File: src/rtl/dsc_pkg.sv
package dsc_pkg;
  localparam int          CMD_W       = 4;
  localparam logic [3:0]  CMD_CFG_WR  = 4'hB;
  localparam logic [3:0]  CMD_SPECIAL = 4'h1;

  typedef enum logic [1:0] {ST_IDLE, ST_ISSUE, ST_WAIT, ST_DONE} st_e;

  typedef struct packed {
    logic claim;
    logic trdy;
    logic stop;
  } rsp_t;
endpackage

File: src/rtl/dsc_decode.sv
module dsc_decode #(
  parameter int AW   = 32,
  parameter int BUSW = 8
) (
  input  logic [AW-1:0]           addr,
  input  logic [dsc_pkg::CMD_W-1:0] cmd,
  input  logic [BUSW-1:0]         tgt_bus,
  output logic                    hit
);
  localparam int BUS_LSB = 16;
  logic kind_ok, reg_ok, fn_ok, dev_ok, bus_ok;

  always_comb begin
    kind_ok = (addr[1:0] == 2'b01);
    reg_ok  = (addr[7:2] == 6'd0);
    fn_ok   = &addr[10:8];
    dev_ok  = &addr[15:11];
    bus_ok  = (addr[BUS_LSB +: BUSW] == tgt_bus);
    hit     = (cmd == dsc_pkg::CMD_CFG_WR) && kind_ok && reg_ok && fn_ok && dev_ok && bus_ok;
  end
endmodule

File: src/rtl/dsc_entry.sv
module dsc_entry #(
  parameter int AW = 32,
  parameter int DW = 32
) (
  input  logic                      clk,
  input  logic                      rst_n,
  input  logic                      load,
  input  logic                      clear,
  input  logic [AW-1:0]             in_addr,
  input  logic [dsc_pkg::CMD_W-1:0] in_cmd,
  input  logic [DW-1:0]             in_data,
  output logic [AW-1:0]             e_addr,
  output logic [DW-1:0]             e_data,
  output logic                      match
);
  logic                      e_valid;
  logic [dsc_pkg::CMD_W-1:0] e_cmd;

  always_ff @(posedge clk) begin
    if (!rst_n) begin
      e_valid <= 1'b0;
      e_addr  <= '0;
      e_data  <= '0;
      e_cmd   <= '0;
    end else if (load) begin
      e_valid <= 1'b1;
      e_addr  <= in_addr;
      e_data  <= in_data;
      e_cmd   <= in_cmd;
    end else if (clear) begin
      e_valid <= 1'b0;
    end
  end

  always_comb
    match = e_valid && (in_addr == e_addr) && (in_data == e_data) && (in_cmd == e_cmd);
endmodule

File: src/rtl/dsc_ctrl.sv
module dsc_ctrl (
  input  logic            clk,
  input  logic            rst_n,
  input  logic            acc,
  input  logic            hit,
  input  logic            match,
  input  logic            multi,
  input  logic            fwd_ready,
  input  logic            far_done,
  output logic            load,
  output logic            clear,
  output logic            fwd_valid,
  output dsc_pkg::rsp_t   rsp_d
);
  import dsc_pkg::*;
  st_e st_q, st_d;

  always_comb begin
    load  = 1'b0;
    clear = 1'b0;
    rsp_d = '0;
    st_d  = st_q;
    if (acc && hit) begin
      rsp_d.claim = 1'b1;
      rsp_d.stop  = 1'b1;
      if (st_q == ST_IDLE) begin
        load = 1'b1;
        st_d = ST_ISSUE;
      end else if (st_q == ST_DONE && match) begin
        rsp_d.trdy = 1'b1;
        rsp_d.stop = multi;
        clear      = 1'b1;
        st_d       = ST_IDLE;
      end
    end
    if (st_q == ST_ISSUE && fwd_ready) st_d = ST_WAIT;
    if (st_q == ST_WAIT && far_done)   st_d = ST_DONE;
  end

  always_ff @(posedge clk) begin
    if (!rst_n) st_q <= ST_IDLE;
    else        st_q <= st_d;
  end

  always_comb fwd_valid = (st_q == ST_ISSUE);
endmodule

File: src/rtl/dsc_responder.sv
module dsc_responder #(
  parameter int AW   = 32,
  parameter int DW   = 32,
  parameter int BUSW = 8
) (
  input  logic            clk,
  input  logic            rst_n,
  input  logic [BUSW-1:0] tgt_bus,
  input  logic            att_valid,
  output logic            att_ready,
  input  logic [AW-1:0]   att_addr,
  input  logic [3:0]      att_cmd,
  input  logic [DW-1:0]   att_data,
  input  logic            att_multi,
  output logic            rsp_valid,
  output logic            rsp_claim,
  output logic            rsp_trdy,
  output logic            rsp_stop,
  output logic            fwd_valid,
  input  logic            fwd_ready,
  output logic [AW-1:0]   fwd_addr,
  output logic [DW-1:0]   fwd_data,
  output logic [3:0]      fwd_cmd,
  input  logic            far_done
);
  import dsc_pkg::*;

  logic acc, hit, match, load, clear;
  rsp_t rsp_d, rsp_q;
  logic rsp_v_q;

  dsc_decode #(.AW(AW), .BUSW(BUSW)) dec_i (
    .addr(att_addr), .cmd(att_cmd), .tgt_bus(tgt_bus), .hit(hit)
  );

  dsc_entry #(.AW(AW), .DW(DW)) ent_i (
    .clk(clk), .rst_n(rst_n), .load(load), .clear(clear),
    .in_addr(att_addr), .in_cmd(att_cmd), .in_data(att_data),
    .e_addr(fwd_addr), .e_data(fwd_data), .match(match)
  );

  dsc_ctrl ctl_i (
    .clk(clk), .rst_n(rst_n), .acc(acc), .hit(hit), .match(match),
    .multi(att_multi), .fwd_ready(fwd_ready), .far_done(far_done),
    .load(load), .clear(clear), .fwd_valid(fwd_valid), .rsp_d(rsp_d)
  );

  always_ff @(posedge clk) begin
    if (!rst_n) begin
      rsp_v_q <= 1'b0;
      rsp_q   <= '0;
    end else begin
      rsp_v_q <= acc;
      rsp_q   <= acc ? rsp_d : '0;
    end
  end

  always_comb begin
    att_ready = !rsp_v_q;
    acc       = att_valid && att_ready;
    rsp_valid = rsp_v_q;
    rsp_claim = rsp_q.claim;
    rsp_trdy  = rsp_q.trdy;
    rsp_stop  = rsp_q.stop;
    fwd_cmd   = CMD_SPECIAL;
  end
endmodule

File: config.mk
export PLATFORM = sky130hd
export DESIGN_NAME = dsc_responder
export DESIGN_NICKNAME = d
export VERILOG_FILES = /design/src/rtl/dsc_pkg.sv /design/src/rtl/dsc_decode.sv /design/src/rtl/dsc_entry.sv /design/src/rtl/dsc_ctrl.sv /design/src/rtl/dsc_responder.sv
export SDC_FILE = /design/constraint.sdc
export NUM_CORES = 1
export LEC_CHECK = 0
export BUFFER_PORTS_ARGS = -buffer_cell sky130_fd_sc_hd__buf_2
export CORE_UTILIZATION = 50
export CTS_BUF_LIST = sky130_fd_sc_hd__clkbuf_4
export CTS_CLUSTER_DIAMETER = 30
export DETAILED_ROUTE_END_ITERATION = 8
export GPL_TIMING_DRIVEN = 0
export PLACE_DENSITY = 0.8
export SLEW_MARGIN = 25
export SYNTH_ARGS = -nofsm -noshare
export SYNTH_HDL_FRONTEND = slang
export SYNTH_HIERARCHICAL = 1
export SYNTH_SLANG_ARGS = --single-unit
File: constraint.sdc
create_clock -name clk -period 6.6 [get_ports clk]
set_clock_uncertainty 0.15 [all_clocks]
set_input_delay 0.66 -clock clk [delete_from_list [all_inputs] [get_ports clk]]
set_output_delay 0.66 -clock clk [all_outputs]
set_load 0.05 [all_outputs]
==> flow_summary.json, run 1 <==
{
  "outcome": "finished, final reports clean",
  "clock_sinks": 75,
  "tightestPinTransition_ns": 0.560,
  "cp-end-kind": "register",
  "rows": 31,
  "critPathTopFamily": "simple AND/OR/NAND/NOR gates",
  "timing.max_cap.violations": 0,
  "cts.repair.resized": 0,
  "numPortBuffers": 151,
  "pre_cts_ws_ns": 3.19,
  "cts_hold_buffers": 0,
  "num_vias": 3318,
  "io_pins": 156,
  "worstPathRequired_ns": 6.77,
  "rr_worst_depth": 9,
  "slew_headroom_pct": 62.7,
  "insertion_delay_ns": 0.42,
  "rsz0062_at_grt": "false",
  "endpoint": "ent_i/e_addr[22]",
  "clockBufferDepth": 2,
  "synth-simple-area-share_pct": 20.0,
  "initial_core_util_pct": 52.2,
  "cpMostUsedCell": "buf_4",
  "cp_max_fo": 10,
  "startpoint_type": "primary input",
  "cts_tree": "built",
  "synth_cell_types": 35,
  "tns_ns": 0,
  "fin_crit_ns": 2.96,
  "cts_setup_buffers": 0,
  "hold_depth": 3,
  "clk_pin_slew_ns": 0.11,
  "globalRouteOverflowTotal": 0,
  "rrSetupSlack_ns": 4.06,
  "ir_drop_mv": 0.0981,
  "synth_top_family_by_area": "simple AND/OR/NAND/NOR gates",
  "track_usage_pct": 26.9,
  "gp_congestion": 0.866,
  "report.final.slew_viol_count": 0,
  "core_area_um2": 7290,
  "yosysWarningCount": 6,
  "drtIter0Drc": 96,
  "cts_buffers": 9,
  "hold_viol": 0,
  "syn_inst": 382,
  "avgViaCountPerCell": 5.11,
  "dieArea_um2": 7970,
  "route.detailed.drc": 0,
  "grt_pass1_wl_mm": 15.7,
  "worstPathCellList": "buf_2 -> nor4b_1 -> nand4_1 -> nor4_2 -> nand2_1 -> nor3_1 -> clkbuf_1 -> buf_4 -> buf_4 -> mux2i_1 -> nor2b_1",
  "synth_seq_area_share_pct": 39.4,
  "crit_type": "in -> reg",
  "insertedDiodeCount": 0,
  "hpwl_mm": 7.93,
  "layout.nets": 628,
  "yosys.area_share.xor_xnor_pct": 13.6,
  "synth_compound_area_share_pct": 4.17,
  "fillers": 635,
  "hold_path.class": "in -> reg",
  "fin_cells": 649,
  "wl_per_cell_um": 16.0,
  "routed_wl_mm": 10.4,
  "cp_slowest_cell": "nor4_2",
  "rr_startpoint": "ent_i/e_addr[22]",
  "slowest_delay_ns": 0.38,
  "cellLeakagePower_nw": 1.98,
  "cts-root-buf": "clkbuf_4",
  "dp.cells": 634,
  "cp-startpoint": "att_addr[3]",
  "r2r-end": "rsp_trdy",
  "drive_gt1_share_pct": 33.1,
  "fmax_mhz": 338,
  "cts-htree-levels": 3,
  "crit_cells": 11,
  "syn_area_um2": 3810,
  "arrival_ns": 3.13,
  "post_synth.cell_area_avg_um2": 9.97,
  "period_share_pct": 44.9,
  "die_width_um": 89.3,
  "drt_first_pass_iters": 4,
  "antenna_found_initial": 0,
  "ant_nets": 0,
  "muxShareOfSynthArea_pct": 17.9,
  "grt_pass1_vias": 3274,
  "powerDensity_nw_per_um2": 170,
  "setup_viol": 0,
  "synth_seq_cells": 75,
  "die_h_um": 89.3,
  "synthAdderAreaFrac_pct": 0,
  "area_growth_pct": 26.6,
  "critPathBufInv": 4,
  "grt_max_degree": 13,
  "layout_setup_ws_ns": 3.64
}
==> layout by cell type (no fill, tap or decap), types with 2 or more instances in the layout <==
cell type | Yosys | layout
nand3_1 | 4 | 4
and4b_1 | 4 | 4
nand4_1 | 14 | 14
xor2_1 | 15 | 15
a221oi_1 | 6 | 6
buf_2 | 5 | 156
a21oi_1 | 2 | 2
nor4_1 | 6 | 6
o22ai_1 | 6 | 6
conb_1 | 2 | 4
nand2_1 | 2 | 2
nor2_1 | 3 | 3
o21ai_0 | 2 | 2
buf_4 | 7 | 7
mux2i_1 | 68 | 68
nor4_2 | 3 | 3
clkbuf_4 | 0 | 11
nor2b_1 | 71 | 71
clkinv_1 | 0 | 2
dfxtp_1 | 75 | 75
o2bb2ai_1 | 3 | 3
xnor2_1 | 44 | 44
inv_1 | 19 | 19
clkbuf_1 | 8 | 8
==> final cells by class <==
class | count | area, um2 | area share [%]
repair buffers | 151 | 756 | 15.7
clock buffers | 11 | 82.6 | 1.71
flip-flops and latches | 75 | 1500 | 31.1
clock inverters | 4 | 42.5 | 0.882
well taps | 99 | 124 | 2.57
inverters | 20 | 75.1 | 1.56
plain buffers | 20 | 108 | 2.23
multi-input cells | 269 | 2130 | 44.2
==> worst min-delay path by stage <==
stage / startpoint / endpoint / slack [ns]
floorplan: ent_i/e_cmd[3] / ent_i/e_cmd[3] / 0.35
global placement: ent_i/e_cmd[2] / ent_i/e_cmd[2] / 0.37
detailed placement: ent_i/e_cmd[1] / ent_i/e_cmd[1] / 0.38
CTS: att_data[13] / ent_i/e_data[13] / 0.35
global route: att_addr[24] / ent_i/e_addr[24] / 0.34
finish: att_data[15] / ent_i/e_data[15] / 0.36
==> metrics by stage <==
stage | utilization (%) | hold slack [ns] | instance area [um2] | power (mW)
floorplan | - | 0.353 | 3820 | 0.508
global placement | 64.4 | 0.368 | 4700 | 0.553
detailed placement | 64.4 | 0.377 | 4700 | 0.555
CTS | 66.1 | 0.352 | 4820 | 0.825
global route | 66.1 | 0.343 | 4820 | 0.855
finish | 66.1 | 0.364 | 4820 | 0.820
==> metal layers <==
layer	vias up	GRT usage (%)	wire length, um
met1	1536	32.2	4380
met2	131	46.4	5080
li1	1634	-	-
met4	0	10.7	197
met5	-	0	0
met3	17	6.65	701
==> report_power, final <==
| group | leakage, nW | internal [mW] | switching (mW) |
|---|---|---|---|
| sequential | 0.604 | 0.453 | 0.000488 |
| combinational | 1.30 | 0.0435 | 0.0486 |
| clock | 0.0718 | 0.119 | 0.155 |
==> synth_stat cells <==
cell type	instances	area, um2
nor3_1	1	5.00
nand3_1	4	20.0
o22ai_1	6	37.5
nor2b_1	71	444
a222oi_1	1	10.0
buf_2	5	25.0
xnor2_1	44	385
inv_1	19	71.3
dfxtp_1	75	1500
o21ai_1	1	5.00
nor4_1	6	37.5
nor4_2	3	37.5
and3_1	1	6.26
nand4_1	14	87.6
and4_1	1	8.76
o21a_1	1	7.51
a221oi_1	6	52.6
o2bb2ai_1	3	26.3
xor2_1	15	131
and2b_2	1	8.76
buf_4	7	52.6
and4b_1	4	40.0
conb_1	2	7.51
nor4bb_1	1	10.0
clkbuf_1	8	30.0
nor2_1	3	11.3
inv_2	1	3.75
or4_4	1	11.3
a21oi_1	2	10.0
and3b_1	1	8.76
nand2_1	2	7.51
mux2i_1	68	681
nor4b_1	1	8.76
o21ai_0	2	10.0
nor3b_1	1	7.51
==> cell families after synthesis <==
| kind of cell | after synthesis |
|---|---|
| buffers and inverters | 40 |
| AOI/OAI and AO/OA | 22 |
| and+or+nand+nor | 116 |
| other | 2 |
| xor gates and xnor gates | 59 |
| DFF | 75 |
| muxes | 68 |
==> registers in the layout, summed over array words and instances, names as in the netlist <==
signal / flops
ent_i/e_addr: 32
ent_i/e_data: 32
ent_i/e_cmd: 4
ctl_i/st_q: 2
ent_i/e_valid: 1
rsp_claim: 1
rsp_stop: 1
rsp_trdy: 1
rsp_valid: 1
==> worst register-to-register path, delay by kind of cell (launching register included) <==
family / cells / cell delay [ns]
DFF: 1 / 0.35
buffers and inverters: 1 / 0.14
xor gates and xnor gates: 1 / 0.34
and+or+nand+nor: 7 / 1.50
(Power assumes the default switching activity.)
==> run 2: changes to the inputs <==
--- a/config.mk
+++ b/config.mk
@@ -6,12 +6,12 @@
 export NUM_CORES = 1
 export LEC_CHECK = 0
 export BUFFER_PORTS_ARGS = -buffer_cell sky130_fd_sc_hd__buf_2
-export CORE_UTILIZATION = 50
+export CORE_UTILIZATION = 45
 export CTS_BUF_LIST = sky130_fd_sc_hd__clkbuf_4
 export CTS_CLUSTER_DIAMETER = 30
 export DETAILED_ROUTE_END_ITERATION = 8
 export GPL_TIMING_DRIVEN = 0
-export PLACE_DENSITY = 0.8
+export PLACE_DENSITY = 0.75
 export SLEW_MARGIN = 25
 export SYNTH_ARGS = -nofsm -noshare
 export SYNTH_HDL_FRONTEND = slang
==> constraint.sdc (replaced) <==
create_clock -name clk -period 2.7 [get_ports clk]
set_clock_uncertainty 0.15 [all_clocks]
set_input_delay 0.27 -clock clk [delete_from_list [all_inputs] [get_ports clk]]
set_output_delay 0.27 -clock clk [all_outputs]
set_load 0.05 [all_outputs]
==> run 2 against run 1 <==
Effect of this change:
- setup slack worse by 3.5 ns
- final cell count increased by 8.8%
- largest cell class unchanged
- critical path type unchanged
- die area up 11%
- cell area increased by 11%
==> flow_summary.json, run 2 (synthesis gave the netlist of run 1 again) <==
{
  "tightestPinTransition_ns": 0.569,
  "multiInputGateArea_um2": 2140,
  "dieArea_um2": 8840,
  "r2r-end": "rsp_trdy",
  "die_width_um": 94,
  "hold_depth": 3,
  "ant_nets": 0,
  "final_core_util_pct": 65.2,
  "cp-startpoint": "att_addr[22]",
  "cp-end-kind": "register",
  "final_cell_mix": "buf_2, dfxtp_1, nor2b_1",
  "num_vias": 3566,
  "numPortBuffers": 151,
  "route.detailed.drc": 0,
  "track_usage_pct": 26.2,
  "layout_commonest_cell": "buf_2",
  "ir_drop_mv": 0.325,
  "slowest_delay_ns": 0.53,
  "layout.nets": 678,
  "report.final.slew_viol_count": 0,
  "avgViaCountPerCell": 5.05,
  "arrival_ns": 2.77,
  "setup_viol": 0,
  "grt_pass1_wl_mm": 17.3,
  "cts_tree": "built",
  "fin_crit_ns": 2.55,
  "startpoint_type": "primary input",
  "dp.cells": 640,
  "cts-root-buf": "clkbuf_4",
  "outcome": "finished, final reports clean",
  "globalRouteOverflowTotal": 0,
  "hpwl_mm": 7.95,
  "cp_slowest_cell": "dlygate4sd3_1",
  "fin_cells": 706,
  "cts_buffers": 9,
  "io_pins": 156,
  "initial_core_util_pct": 46.4,
  "tns_ns": 0,
  "wl_per_cell_um": 16.1,
  "period_share_pct": 94.3,
  "clock_sinks": 75,
  "hold_path_end": "ent_i/e_cmd[3]",
  "drive_gt1_share_pct": 31.3,
  "cellLeakagePower_nw": 2.19,
  "rr_startpoint": "ent_i/e_data[18]",
  "insertion_delay_ns": 0.42,
  "area_growth_pct": 40.7,
  "rr_worst_depth": 9,
  "clk_pin_slew_ns": 0.13,
  "die_h_um": 94,
  "fillers": 702,
  "powerDensity_nw_per_um2": 392,
  "crit_type": "in -> reg",
  "grt_pass1_vias": 3536,
  "gp_congestion": 0.883,
  "min_from": "att_cmd[3]",
  "drtIter0Drc": 124,
  "fmax_mhz": 393,
  "grt_max_degree": 14,
  "worstPathRequired_ns": 2.93,
  "cts_setup_buffers": 0,
  "insertedDiodeCount": 0,
  "routed_wl_mm": 11.3,
  "hold_viol": 0,
  "antenna_found_initial": 0,
  "rrSetupSlack_ns": 0.28,
  "cts-htree-levels": 3,
  "drt_first_pass_iters": 4,
  "hold_path.class": "in -> reg",
  "cp_max_fo": 3,
  "ff_latch_area_um2": 1500,
  "clockBufferDepth": 2,
  "slew_headroom_pct": 62.0,
  "reg.largest.list": "ent_i/e_addr: 32 flops, ent_i/e_data: 32 flops, ent_i/e_cmd: 4 flops",
  "core_area_um2": 8220,
  "timing.max_cap.violations": 0,
  "worstPathCellList": "dlygate4sd3_1 -> buf_2 -> xnor2_1 -> nand4_1 -> nor4_2 -> nand3_1 -> nor4_2 -> nand3_1 -> nor2_1 -> buf_4 -> and4b_1",
  "rows": 33,
  "rsz0062_at_grt": "false"
}
-- run 2: layout make-up --
| type | instances | area share [%] |
|---|---|---|
| plain buffers | 20 | 2.17 |
| inverters | 20 | 1.40 |
| flip-flops and latches | 75 | 28.0 |
| multi-input cells | 269 | 40.0 |
| clock buffers | 9 | 1.26 |
| clock inverters | 7 | 1.28 |
| repair buffers | 201 | 23.4 |
| well taps | 105 | 2.45 |
-- run 2: stage by stage --
step	worst slack [ns]	hold slack [ns]	total power, mW	cell area [um2]
2_1_floorplan	0.285	0.266	1.24	3820
3_3_place_gp	-0.217	0.367	1.36	4700
3_5_place_dp	-0.286	0.381	1.36	4700
4_1_cts	0.0359	0.0000170	2.10	5340
5_1_grt	0.00243	0.0151	2.18	5360
6_report	0.154	0.0136	2.10	5360
-- run 2: metal layers --
metal | vias to the layer above | part of all wire (%) | global-route usage (%)
li1 | 1727 | - | -
met1 | 1653 | 43 | 31.6
met2 | 159 | 47 | 44.0
met3 | 27 | 7.2 | 5.83
met4 | 0 | 2.5 | 12.3
met5 | - | 0 | 0
-- run 2: repair_timing --
item / in CTS / in global routing
gates resized for setup: 0 / 5
endpoints found under the setup margin: 0 / 57
hold buffers: 50 / 0
endpoints found under the hold margin: 50 / 0
-- run 2: worst max path at each step --
| stage | to | cells past startpoint |
|---|---|---|
| after floorplan | ent_i/e_addr[20] | 9 |
| after global placement | ent_i/e_addr[18] | 11 |
| after detailed placement | ent_i/e_addr[16] | 11 |
| after CTS | ent_i/e_addr[18] | 12 |
| after global routing | rsp_trdy | 11 |
| final | rsp_trdy | 11 |
-- run 2: worst max-delay path, delay by kind of cell --
family / cells / cell delay, ns
buf+inv: 3 / 0.81
simple gates: 7 / 1.41
xor+xnor: 1 / 0.29
-- run 2: where the power goes --
group | switching, mW | total [mW] | internal, mW
Sequential | 0.00117 | 1.11 | 1.11
Clock | 0.429 | 0.707 | 0.279
Combinational | 0.132 | 0.285 | 0.154
==> run 3: changes to the inputs <==
--- a/config.mk
+++ b/config.mk
@@ -10,7 +10,6 @@
 export CTS_BUF_LIST = sky130_fd_sc_hd__clkbuf_4
 export CTS_CLUSTER_DIAMETER = 30
 export DETAILED_ROUTE_END_ITERATION = 8
-export GPL_TIMING_DRIVEN = 0
 export PLACE_DENSITY = 0.75
 export SLEW_MARGIN = 25
 export SYNTH_ARGS = -nofsm -noshare
==> run 3 against run 2 <==
Effect of this change:
- non-clock buffer count fell by 21
- critical path depth fell by 1
- first-iteration DRC count rose by 12%
- critical endpoint is now ent_i/e_addr[24]
==> flow_summary.json, run 3 (synthesis gave the netlist of run 1 again) <==
{
  "hpwl_mm": 7.24,
  "reg.largest.list": "ent_i/e_addr: 32 flops, ent_i/e_data: 32 flops, ent_i/e_cmd: 4 flops",
  "grt_max_degree": 52,
  "rsz0062_at_grt": "true",
  "fin_cells": 684,
  "insertion_delay_ns": 0.41,
  "report.final.slew_viol_count": 0,
  "cts-root-buf": "clkbuf_4",
  "num_vias": 3431,
  "io_pins": 156,
  "cts_tree": "built",
  "layout_commonest_cell": "buf_2",
  "track_usage_pct": 23.2,
  "tightestPinTransition_ns": 0.751,
  "cts_buffers": 9,
  "initial_core_util_pct": 46.4,
  "whs_ns": 0.0244,
  "hold_path.class": "in -> reg",
  "ir_drop_mv": 0.245,
  "setup_viol": 0,
  "multiInputGateArea_um2": 2140,
  "cts-htree-levels": 3,
  "fin_crit_ns": 2.54,
  "arrival_ns": 2.70,
  "clockBufferDepth": 2,
  "die_width_um": 94,
  "cellLeakagePower_nw": 2.12,
  "drive_gt1_share_pct": 30.9,
  "globalRouteOverflowTotal": 0,
  "cp-end-kind": "register",
  "period_share_pct": 94.0,
  "drtIter0Drc": 139,
  "fmax_mhz": 394,
  "rows": 33,
  "drt_first_pass_iters": 5,
  "rrSetupSlack_ns": 0.32,
  "layout_setup_ws_ns": 0.162,
  "final_cell_mix": "buf_2, dfxtp_1, nor2b_1",
  "clk_pin_slew_ns": 0.12,
  "cp_max_fo": 24,
  "total_power_mw": 2.04,
  "avgViaCountPerCell": 5.02,
  "outcome": "finished, final reports clean",
  "crit_type": "in -> reg",
  "grt_pass1_wl_mm": 15.8,
  "wl_per_cell_um": 14.7,
  "area_growth_pct": 37.3,
  "routed_wl_mm": 10.1,
  "startpoint_type": "primary input",
  "slew_headroom_pct": 49.9,
  "gp_congestion": 0.834,
  "antenna_found_initial": 0,
  "insertedDiodeCount": 0,
  "fillers": 706,
  "layout.nets": 657,
  "ant_nets": 0,
  "dp.cells": 627,
  "pre_cts_ws_ns": 0.165,
  "timing.max_cap.violations": 0,
  "numPortBuffers": 151,
  "hold_viol": 0,
  "clock_sinks": 75,
  "dieArea_um2": 8840,
  "powerDensity_nw_per_um2": 390,
  "grt_pass1_vias": 3310,
  "core_area_um2": 8220,
  "worstPathRequired_ns": 2.86,
  "die_h_um": 94,
  "route.detailed.drc": 0,
  "ff_latch_area_um2": 1500,
  "tns_ns": 0
}
[run 3: layer usage]
| metal | part of all wire [%] | up-vias | global-route usage (%) |
|---|---|---|---|
| met5 | 0 | - | 0 |
| met4 | 1.9 | 0 | 8.33 |
| met3 | 5.5 | 17 | 4.21 |
| met2 | 48 | 120 | 39.7 |
| met1 | 45 | 1610 | 29.1 |
| li1 | - | 1684 | - |
[run 3: report_power, final]
group	total [mW]	switching, mW	internal, mW
registers	1.11	0.00120	1.11
clock network	0.669	0.377	0.292
logic	0.265	0.124	0.141
[run 3: path summary, 6_finish.rpt]
check / depth (start not counted) / startpoint / to
worst max-delay path: 10 / att_cmd[2] / ent_i/e_addr[24]
worst min-delay path: 3 / att_addr[1] / ent_i/e_addr[1]
worst max register to register: 9 / ent_i/e_data[17] / ent_i/e_valid
worst min register to register: 2 / ent_i/e_cmd[1] / ent_i/e_cmd[1]
[run 3: layout make-up]
type,instances,share of cell area (%)
Timing Repair Buffer,200,24.0
Clock inverter,4,0.813
Sequential cell,75,28.7
Clock buffer,11,1.58
Tap cell,105,2.51
Inverter,20,1.44
Multi-Input combinational cell,269,41.0
[run 3: through the flow]
stage / cell area (um2) / util [%]
2_1_floorplan: 3820 / -
3_3_place_gp: 4680 / 56.9
3_5_place_dp: 4680 / 56.9
4_1_cts: 5220 / 63.6
5_1_grt: 5230 / 63.7
6_report: 5230 / 63.7
[run 3: critical path, stage by stage]
cell           delay, ns
dlygate4sd3_1       0.54
buf_2               0.15
nor4bb_1            0.26
nand4_1             0.16
nor4_2              0.30
nand2_1             0.12
nor3_2              0.16
buf_4               0.40
mux2i_1             0.27
nor2b_1             0.07
[run 3: what timing repair did]
| item | in CTS | in global routing |
|---|---|---|
| setup buffers | 0 | 0 |
| hold buffers | 42 | 0 |
| endpoints found under the setup margin | 0 | 22 |
| gates resized for setup | 0 | 1 |
| hold endpoints to repair | 42 | 0 |
